`src/rtl/mux_seq_pkg.sv`:
```
package mux_seq_pkg;
  typedef enum logic [1:0] {
    CFG_OFF   = 2'd0,
    CFG_TWO   = 2'd1,
    CFG_FOUR  = 2'd2,
    CFG_EIGHT = 2'd3
  } mux_cfg_e;
endpackage

```
`src/rtl/mux_seq_wrap_mask.sv`:
```
module mux_seq_wrap_mask #(
  parameter int SEL_W = 3,
  parameter int CFG_W = 2
) (
  input  logic [CFG_W-1:0] cfg,
  output logic [SEL_W-1:0] mask,
  output logic             active
);
  import mux_seq_pkg::*;

  // The configuration value n selects 2**n inputs: the low n bits survive.
  always_comb begin
    for (int i = 0; i < SEL_W; i++) begin
      mask[i] = (i < int'(cfg));
    end
  end

  assign active = (mux_cfg_e'(cfg) != CFG_OFF);
endmodule

```
`src/rtl/mux_seq_field_step.sv`:
```
module mux_seq_field_step #(
  parameter int SEL_W     = 3,
  parameter int CHAN_W    = 3,
  parameter int TRIG_CHAN = 3
) (
  input  logic              strobe,
  input  logic [CHAN_W-1:0] chan,
  input  logic              active,
  input  logic [SEL_W-1:0]  mask,
  input  logic [SEL_W-1:0]  field_in,
  output logic [SEL_W-1:0]  field_out
);
  localparam logic [CHAN_W-1:0] TRIG = CHAN_W'(TRIG_CHAN);

  logic fire;
  assign fire = strobe && active && (chan == TRIG);

  always_comb begin
    field_out = field_in;
    if (fire) begin
      field_out = (field_in + SEL_W'(1)) & mask;
    end
  end
endmodule

```
`src/rtl/mux_seq_half_flag.sv`:
```
module mux_seq_half_flag (
  input  logic clk,
  input  logic rst,
  input  logic strobe,
  output logic flag
);
  always_ff @(posedge clk) begin
    if (rst) begin
      flag <= 1'b0;
    end else if (strobe) begin
      flag <= ~flag;
    end
  end


  half_toggle_chk: assert property (@(posedge clk) disable iff (rst)
    strobe |=> (flag != $past(flag)));


  half_hold_chk: assert property (@(posedge clk) disable iff (rst)
    !strobe |=> $stable(flag));
endmodule

```
`src/rtl/mux_seq_top.sv`:
```
module mux_seq_top #(
  parameter int PIN_W       = 32,
  parameter int SEL_W       = 3,
  parameter int CFG_W       = 2,
  parameter int NUM_GROUPS  = 2,
  parameter int GROUP_SPAN  = 4,
  localparam int CHAN_W     = $clog2(NUM_GROUPS * GROUP_SPAN),
  localparam int FIELD_TOP  = NUM_GROUPS * SEL_W
) (
  input  logic              clk,
  input  logic              rst,
  input  logic              smp_done,
  input  logic [CHAN_W-1:0] scan_chan,
  input  logic [CFG_W-1:0]  mux_cfg,
  input  logic [PIN_W-1:0]  pin_in,
  output logic [PIN_W-1:0]  pin_out,
  output logic              half_sel
);
  logic [SEL_W-1:0]     len_mask;
  logic                 step_on;
  logic [SEL_W-1:0]     fld_next [NUM_GROUPS];
  logic [FIELD_TOP-1:0] fld_pack;
  logic [PIN_W-1:0]     word_next;

  mux_seq_wrap_mask #(.SEL_W(SEL_W), .CFG_W(CFG_W)) u_mask (
    .cfg    (mux_cfg),
    .mask   (len_mask),
    .active (step_on)
  );

  for (genvar g = 0; g < NUM_GROUPS; g++) begin : g_bank
    localparam int TRIG = g * GROUP_SPAN + GROUP_SPAN - 1;

    mux_seq_field_step #(
      .SEL_W(SEL_W), .CHAN_W(CHAN_W), .TRIG_CHAN(TRIG)
    ) u_step (
      .strobe    (smp_done),
      .chan      (scan_chan),
      .active    (step_on),
      .mask      (len_mask),
      .field_in  (pin_in[g*SEL_W +: SEL_W]),
      .field_out (fld_next[g])
    );


    bank_adv_chk: assert property (@(posedge clk) disable iff (rst)
      (smp_done && (mux_cfg != '0) && (scan_chan == CHAN_W'(TRIG))) |=>
      (pin_out[g*SEL_W +: SEL_W] ==
       (SEL_W'($past(pin_in[g*SEL_W +: SEL_W]) + SEL_W'(1)) &
        SEL_W'((32'd1 << $past(mux_cfg)) - 32'd1))));


    bank_hold_chk: assert property (@(posedge clk) disable iff (rst)
      (smp_done && (scan_chan != CHAN_W'(TRIG))) |=>
      (pin_out[g*SEL_W +: SEL_W] == $past(pin_in[g*SEL_W +: SEL_W])));
  end

  always_comb begin
    for (int g = 0; g < NUM_GROUPS; g++) begin
      fld_pack[g*SEL_W +: SEL_W] = fld_next[g];
    end
  end

  if (FIELD_TOP < PIN_W) begin : g_upper
    assign word_next = {pin_in[PIN_W-1:FIELD_TOP], fld_pack};


    upper_keep_chk: assert property (@(posedge clk) disable iff (rst)
      1'b1 |=> (pin_out[PIN_W-1:FIELD_TOP] == $past(pin_in[PIN_W-1:FIELD_TOP])));
  end else begin : g_full
    assign word_next = fld_pack[PIN_W-1:0];
  end

  always_ff @(posedge clk) begin
    if (rst) begin
      pin_out <= '0;
    end else begin
      pin_out <= word_next;
    end
  end

  mux_seq_half_flag u_half (
    .clk    (clk),
    .rst    (rst),
    .strobe (smp_done),
    .flag   (half_sel)
  );


  idle_pass_chk: assert property (@(posedge clk) disable iff (rst)
    !smp_done |=> (pin_out == $past(pin_in)));


  off_pass_chk: assert property (@(posedge clk) disable iff (rst)
    (smp_done && (mux_cfg == '0)) |=> (pin_out == $past(pin_in)));
endmodule

```
`config.mk`:
```
export PLATFORM = sky130hd
export DESIGN_NAME = mux_seq_top
export DESIGN_NICKNAME = d
export VERILOG_FILES = /design/src/rtl/mux_seq_pkg.sv /design/src/rtl/mux_seq_wrap_mask.sv /design/src/rtl/mux_seq_field_step.sv /design/src/rtl/mux_seq_half_flag.sv /design/src/rtl/mux_seq_top.sv
export SDC_FILE = /design/constraint.sdc
export NUM_CORES = 1
export LEC_CHECK = 0
export BUFFER_PORTS_ARGS = -buffer_cell sky130_fd_sc_hd__buf_2
export CORE_AREA = 2 2 58 60
export DETAILED_ROUTE_END_ITERATION = 6
export DIE_AREA = 0 0 60 62
export GPL_ROUTABILITY_DRIVEN = 0
export PLACE_DENSITY_LB_ADDON = 0.3
export SLEW_MARGIN = 20
export SYNTH_ARGS = -nofsm -noshare
export SYNTH_HDL_FRONTEND = slang
export SYNTH_SLANG_ARGS = --single-unit
```
`constraint.sdc`:
```
create_clock -name clk -period 0.8 [get_ports clk]
set_clock_uncertainty 0.05 [all_clocks]
set_input_delay 0.08 -clock clk [delete_from_list [all_inputs] [get_ports clk]]
set_output_delay 0.08 -clock clk [all_outputs]
set_load 0.05 [all_outputs]
```
==> flow_metrics.tcl, run 1 <==
set metrics [dict create \
    cp_max_fo 1 \
    cts_num_sinks 33 \
    start_kind "flop" \
    ys_seq_elements 33 \
    cp.buffers_inverters 1 \
    fin_setup_tns_ps -4950 \
    grt_max_degree 15 \
    die_h_um 62 \
    dieArea_um2 3720 \
    root_buffer "clkbuf_4" \
    ir_drop_mv 0.854 \
    wl_met3_um 224 \
    wl_per_cell_um 13.3 \
    synth.distinct_cells 17 \
    final-instance-count-excl-fill 253 \
    crit_required_ps 670 \
    drt_iter0_markers 28 \
    drt-total-wl_um 3360 \
    preCtsSetupSlack_ps -184 \
    grt_use_total 0.183 \
    rows 21 \
    vias 1098 \
    outcome "finished with violations" \
    fmax_ghz 1.03 \
    cap_violations 0 \
    crit_path_end_kind "primary output" \
    first_pass_iters 4 \
    powerDensity_nw_per_um2 1660 \
    syn_nets 133 \
    relSlewSlack 0.822 \
    initial_core_util 0.330 \
    cts_buffers 5 \
    area_growth_pct 115 \
    rsz0062_at_grt "yes" \
    yosysSeqAreaShare 0.630 \
    finish.net_count 248 \
    hp-class "in -> reg" \
    worst_hold_slack_ps -30.5 \
    violations "negative hold slack, negative setup slack" \
    crit_path_top_delay_cell "dfxtp_2" \
    fin_ws_ps -170 \
    crit_family "flip-flops" \
    p_total_mw 3.74 \
    htree_levels 2 \
    cts_tree "yes" \
    synth_warnings 0 \
    critPathKind "reg -> out" \
    critical-path-max-stage-delay_ps 350 \
    dp_cells 215 \
    grt_pass1_vias 1062 \
    cts_max_path_buffers 2 \
    postSynthAreaPerCell_um2 11.5 \
    routed.top_layer "met4" \
    diodes 0 \
    nFillCells 220 \
    final_core_util 0.709 \
    critical_path_arrival_ps 840 \
    io-pin-count 73 \
    hold_viol_final 2 \
    hpwlAfterDp_um 1900 \
    setup_viol 37 \
    die_x_um 60 \
    cts.clk_slew.worst_paths_ps 110 \
    antenna_found_initial 0 \
    tightestPinTransition_ps 268 \
    overflow 0 \
    period_share 1.21 \
    p_leak_nw 1.00 \
    drive_gt1_frac 0.604 \
    fin_crit_ps 970 \
    drcViolationCount 0 \
    core_area_um2 3180 \
    ant_nets 0 \
    grt_first_pass_wirelength_um 4750 \
    wl_met1_um 1120 \
    wl_met2_um 1970 \
    viasPerCell 4.34 \
    slew_violations 0 \
    syn_inst 91 \
    synth_area_um2 1050 \
    clk_latency_ps 330 \
    path_cells "buf_8" \
    io_buffers 72 \
]
==> layer usage <==
| layer | vias to the layer above | global-route usage |
|---|---|---|
| li1 | 538 | - |
| met3 | 5 | 0.0766 |
| met4 | 0 | 0.0794 |
| met2 | 52 | 0.354 |
| met5 | - | 0 |
| met1 | 503 | 0.166 |
==> cells in the final DEF, fill, tap and decap left out, types with 4 or more instances in the layout <==
cell type	n
a21oi_1	4
buf_2	39
buf_4	9
buf_6	4
buf_8	29
clkbuf_4	5
dfxtp_2	32
dlygate4sd3_1	29
nor2b_1	26
o21ai_0	6
==> state kept, by name, indices dropped and copies added, names as in the netlist <==
name         count
u_half.flag      1
pin_out         32
==> cell type report <==
| cell class | instances | area (µm²) | share of cell area |
|---|---|---|---|
| flip-flops and latches | 33 | 704 | 0.312 |
| inverters | 1 | 3.75 | 0.00166 |
| multi-input cells | 54 | 380 | 0.169 |
| clock inverters | 3 | 17.5 | 0.00777 |
| clock buffers | 5 | 37.5 | 0.0166 |
| repair buffers | 111 | 1050 | 0.467 |
| well taps | 46 | 57.6 | 0.0255 |
==> cells in the mapped netlist <==
cell type,n,share of area
or3_1,2,0.012
nor2_1,1,0.0036
o2111ai_4,1,0.025
dfxtp_1,33,0.63
a31oi_1,2,0.012
o2111a_1,1,0.011
nand4_1,2,0.012
a21oi_1,4,0.019
and4b_1,2,0.019
xnor2_1,1,0.0084
o21ai_0,6,0.029
nand3_1,2,0.0095
ha_1,2,0.024
nand4b_1,2,0.017
inv_1,1,0.0036
nor2b_1,26,0.16
clkbuf_1,3,0.011
==> cells by family after synthesis <==
kind of cell | share of synthesized area
flops | 0.630
buf+inv | 0.0143
compound gates | 0.0955
fa+ha+maj | 0.0239
xor+xnor | 0.00835
simple gates | 0.228
==> power by group <==
group          switching, mW  leakage [nW]  internal (mW)
logic                  0.524         0.689          0.504
clock network          0.569        0.0310          0.331
registers             0.0598         0.284           1.75
total                   1.15          1.00           2.59
==> worst paths after layout <==
check	startpoint	to	slack [ps]	cells past startpoint
max	pin_out[25]	pin_out[25]	-170	1
min reg2reg	u_half.flag	u_half.flag	580	3
max reg2reg	u_half.flag	u_half.flag	-20	3
min	pin_in[0]	pin_out[0]	-30	3
==> per-stage QoR <==
| stage | hold slack (ps) | cell area (µm²) |
|---|---|---|
| after detailed placement | 242 | 1540 |
| after floorplan | 102 | 1050 |
| after global routing | -41.0 | 2250 |
| after CTS | -47.1 | 2170 |
| after global placement | 239 | 1540 |
| final | -30.5 | 2250 |
==> what timing repair did <==
action | in CTS | in global routing
endpoints found under the setup margin | 33 | 35
buffers inserted | 0 | 1
hold buffers | 29 | 1
resized for setup | 109 | 19
endpoints found under the hold margin | 30 | 7
No activity file was read; power rests on OpenSTA's default activity.
==> inputs of run 2 (changes only) <==
Settings changed: RECOVER_POWER from default to 25.
==> run 2 against run 1 <==
Compared with the run above: the run still ends with negative hold slack, negative setup slack left; hold slack improved by 1.8 ps; routed wire length decreased by 0.36%; sequential power about the same; final area decreased by 0.50%; register-to-register slack about the same; via count about the same; non-clock buffer count unchanged; maximum frequency unchanged; critical endpoint unchanged.
==> flow_metrics.tcl, run 2 (synthesized netlist as in run 1, its figures left out) <==
set metrics [dict create \
    rows 21 \
    crit_path_top_delay_cell "dfxtp_2" \
    area_growth_pct 114 \
    root_buffer "clkbuf_4" \
    first_pass_iters 4 \
    dieArea_um2 3720 \
    critical_path_arrival_ps 840 \
    crit_family "flip-flops" \
    preCtsSetupSlack_ps -184 \
    drt_iter0_markers 21 \
    powerDensity_nw_per_um2 1670 \
    path_cells "buf_8" \
    rrSetupSlack_ps -20 \
    p_total_mw 3.74 \
    io_buffers 72 \
    fin_ws_ps -170 \
    core_area_um2 3180 \
    fin_crit_ps 970 \
    ant_nets 0 \
    violations "negative hold slack, negative setup slack" \
    cp_max_fo 1 \
    crit_required_ps 670 \
    initial_core_util 0.330 \
    critPathKind "reg -> out" \
    reg_top3 "pin_out (32), u_half.flag (1)" \
    multi_input_area_um2 369 \
    regArea_um2 704 \
    regMostFlops "pin_out" \
    worst_hold_slack_ps -28.7 \
    p_leak_nw 1.00 \
    htree_levels 2 \
    grt_max_degree 15 \
    drt-total-wl_um 3350 \
    grt_pass1_vias 1062 \
    hold_viol_final 2 \
    period_share 1.21 \
    crit_path_end_kind "primary output" \
    io-pin-count 73 \
    drcViolationCount 0 \
    wl_per_cell_um 13.2 \
    cts_num_sinks 33 \
    tightestPinTransition_ps 340 \
    ir_drop_mv 0.854 \
    antenna_found_initial 0 \
    clk_latency_ps 330 \
    cts_buffers 5 \
    start_kind "flop" \
    cts.clk_slew.worst_paths_ps 110 \
    startpoint "pin_out[25]" \
    cp.buffers_inverters 1 \
    cts_tree "yes" \
    critical-path-max-stage-delay_ps 350 \
    hp-class "in -> reg" \
    cap_violations 0 \
    viasPerCell 4.34 \
    outcome "finished with violations" \
    final_cell_mix "buf_2 (39), dfxtp_2 (32), dlygate4sd3_1 (29), buf_8 (29), nor2b_1 (26)" \
    largest_reg_flops 32 \
    drive_gt1_frac 0.604 \
    nFillCells 221 \
    fmax_ghz 1.03 \
    slew_violations 0 \
    cts_max_path_buffers 2 \
    grt_use_total 0.183 \
    hpwlAfterDp_um 1900 \
    rsz0062_at_grt "yes" \
    diodes 0 \
    mostFrequentLayoutCell "buf_2" \
    vias 1097 \
    finish.net_count 248 \
    relSlewSlack 0.774 \
    hp-start "pin_in[0]" \
    r2r_start "u_half.flag" \
    overflow 0 \
    die_h_um 62 \
    setup_viol 37 \
    die_x_um 60 \
    grt_first_pass_wirelength_um 4750 \
]
run 2: changes by cell type in the layout (fill, tap and decap cells not counted):
cell and delta:
o2111ai_2 +1, o2111ai_4 -1
run 2: metrics by stage:
stage / TNS (ps) / area [µm²] / utilization / hold slack [ps] / instances
global placement: -665 / 1540 / 0.484 / 239 / 215
finish: -4950 / 2240 / 0.706 / -28.7 / 253
global route: -6260 / 2240 / 0.706 / -41.0 / 253
detailed placement: -803 / 1540 / 0.484 / 242 / 215
floorplan: 0 / 1050 / - / 102 / 91
CTS: -5280 / 2170 / 0.683 / -47.1 / 252
run 2: what timing repair did:
action / in CTS / in global routing
setup endpoints to repair: 33 / 35
endpoints found under the hold margin: 30 / 7
setup buffers: 0 / 1
hold buffers: 29 / 1
resized for setup: 109 / 19
cloned: 0 / 0
run 2: metal layers:
layer  global-route usage  wire length [µm]  up-vias
met3               0.0766               217        5
met1                0.166              1120      502
met4               0.0794                51        0
li1                     -                 -      538
met2                0.354              1960       52
met5                    0                 0        -
run 2: path summary, 6_finish.rpt:
| kind | end | depth (start not counted) |
|---|---|---|
| max reg2reg | u_half.flag | 3 |
| min reg2reg | u_half.flag | 3 |
| max | pin_out[25] | 1 |
| min | pin_out[0] | 3 |
run 2: where the power goes:
part	internal, mW	switching [mW]
registers	1.75	0.0598
logic	0.502	0.519
clock network	0.331	0.569
total	2.59	1.15
run 2: area by class of cell:
class                      instances  area share
multi-input combinational         54       0.165
clock inverter                     3     0.00781
sequential                        33       0.314
timing repair buffer             111       0.470
tap                               46      0.0257
clock buffer                       5      0.0167
inverter                           1     0.00167
==> inputs of run 3 (changes only) <==
Settings changed: CORE_AREA 2 2 58 60 to 2 2 50 70, DIE_AREA 0 0 60 62 to 0 0 52 72.
==> run 3 against run 2 <==
Compared with the run above: the run ends with negative setup slack left; global-route usage down 0.96 points; critical path depth unchanged; via count decreased by 1.1%; count of clock-buffer cells in the layout increased by 1; clock power increased by 27%; final area down 0.50%; final cell count fell by 4.0%; flip-flop and latch count did not move; total power up 6.0%; critical endpoint is now half_sel; highest routed layer unchanged.
==> flow_metrics.tcl, run 3 (synthesized netlist as in run 1, its figures left out) <==
set metrics [dict create \
    outcome "finished with violations" \
    violations "negative setup slack" \
    diodes 0 \
    reg_top3 "pin_out (32), u_half.flag (1)" \
    cts_tree "yes" \
    crit_path_top_delay_cell "dfxtp_4" \
    fin_crit_ps 897 \
    regArea_um2 704 \
    core_area_um2 3090 \
    vias 1085 \
    crit_family "flip-flops" \
    cts.clk_slew.worst_paths_ps 60 \
    slew_violations 0 \
    overflow 0 \
    antenna_found_initial 0 \
    grt_max_degree 34 \
    rows 24 \
    area_growth_pct 113 \
    critPathKind "reg -> out" \
    clk_latency_ps 270 \
    tightestPinTransition_ps 258 \
    ant_nets 0 \
    multi_input_area_um2 380 \
    start_kind "flop" \
    cp_max_fo 2 \
    drcViolationCount 0 \
    grt_first_pass_wirelength_um 4710 \
    critical_path_arrival_ps 770 \
    cts_num_sinks 33 \
    largest_reg_flops 32 \
    regMostFlops "pin_out" \
    first_pass_iters 3 \
    io_buffers 72 \
    htree_levels 2 \
    setup_viol 33 \
    fmax_ghz 1.12 \
    fin_ws_ps -96.5 \
    initial_core_util 0.339 \
    worst_hold_slack_ps 32.3 \
    root_buffer "clkbuf_8" \
    crit_required_ps 670 \
    hp-class "in -> reg" \
    drt-total-wl_um 3110 \
    grt_pass1_vias 1123 \
    finish.net_count 245 \
    ir_drop_mv 1.33 \
    relSlewSlack 0.828 \
    period_share 1.12 \
    mostFrequentLayoutCell "buf_2" \
    die_x_um 52 \
    cts_max_path_buffers 2 \
    cp.buffers_inverters 1 \
    rsz0062_at_grt "yes" \
    die_h_um 72 \
    dieArea_um2 3740 \
    drive_gt1_frac 0.608 \
    powerDensity_nw_per_um2 1770 \
    cts_buffers 5 \
    path_cells "buf_8" \
    hpwlAfterDp_um 1920 \
    io-pin-count 73 \
    fin_setup_tns_ps -2360 \
    drt_iter0_markers 34 \
    crit_path_end_kind "primary output" \
    nFillCells 224 \
    final_cell_mix "buf_2 (38), dfxtp_2 (32), nor2b_1 (26), dlygate4sd3_1 (26), buf_8 (26)" \
    cap_violations 0 \
    critical-path-max-stage-delay_ps 360 \
    hold_viol_final 0 \
    grt_use_total 0.173 \
    viasPerCell 4.47 \
    wl_per_cell_um 12.8 \
    p_leak_nw 1.00 \
]
[run 3: changes by cell type in the layout (fill, tap and decap cells not counted), sizes merged]
cell	previous run	this run
dlygate4sd3	29	26
buf	82	81
clkinvlp	1	0
clkbuf	5	7
[run 3: repair_timing]
item	CTS	global route
resized for setup	116	9
pin swaps	1	0
endpoints found under the hold margin	25	1
buffers inserted	1	0
hold buffers	25	1
setup endpoints to repair	33	34
[run 3: power by group]
group          switching, mW  internal (mW)
clock network          0.539          0.601
registers             0.0568           1.76
logic                  0.517          0.487
total                   1.11           2.85
[run 3: metrics by stage]
| stage | instances | utilization | instance area (µm²) | total power [mW] | setup WS [ps] |
|---|---|---|---|---|---|
| floorplan | 91 | - | 1050 | 2.24 | 25.6 |
| global placement | 208 | 0.495 | 1530 | 2.49 | -172 |
| detailed placement | 208 | 0.495 | 1530 | 2.51 | -208 |
| CTS | 242 | 0.706 | 2180 | 3.96 | -101 |
| global route | 243 | 0.722 | 2230 | 4.15 | -123 |
| finish | 243 | 0.722 | 2230 | 3.96 | -96.5 |
[run 3: per-layer routing]
metal  global-route usage  vias to the layer above  part of all wire
li1                     -                      531                 -
met1                0.141                      494              0.32
met2                0.339                       54              0.58
met3               0.0720                        6             0.086
met4               0.0789                        0             0.018
met5                    0                        -                 0
[run 3: area by class of cell]
| cell class | instances | share of cell area |
|---|---|---|
| clock buffers | 6 | 0.0325 |
| clock inverters | 2 | 0.00448 |
| inverters | 1 | 0.00168 |
| multi-input cells | 54 | 0.170 |
| flip-flops and latches | 33 | 0.316 |
| well taps | 39 | 0.0219 |
| repair buffers | 108 | 0.453 |
[run 3: final timing paths]
| kind | from | endpoint | slack, ps | depth (start not counted) |
|---|---|---|---|---|
| max | u_half.flag | half_sel | -100 | 1 |
| min | pin_in[4] | pin_out[4] | 30 | 3 |
| max reg2reg | u_half.flag | u_half.flag | 10 | 3 |
| min reg2reg | u_half.flag | u_half.flag | 560 | 3 |
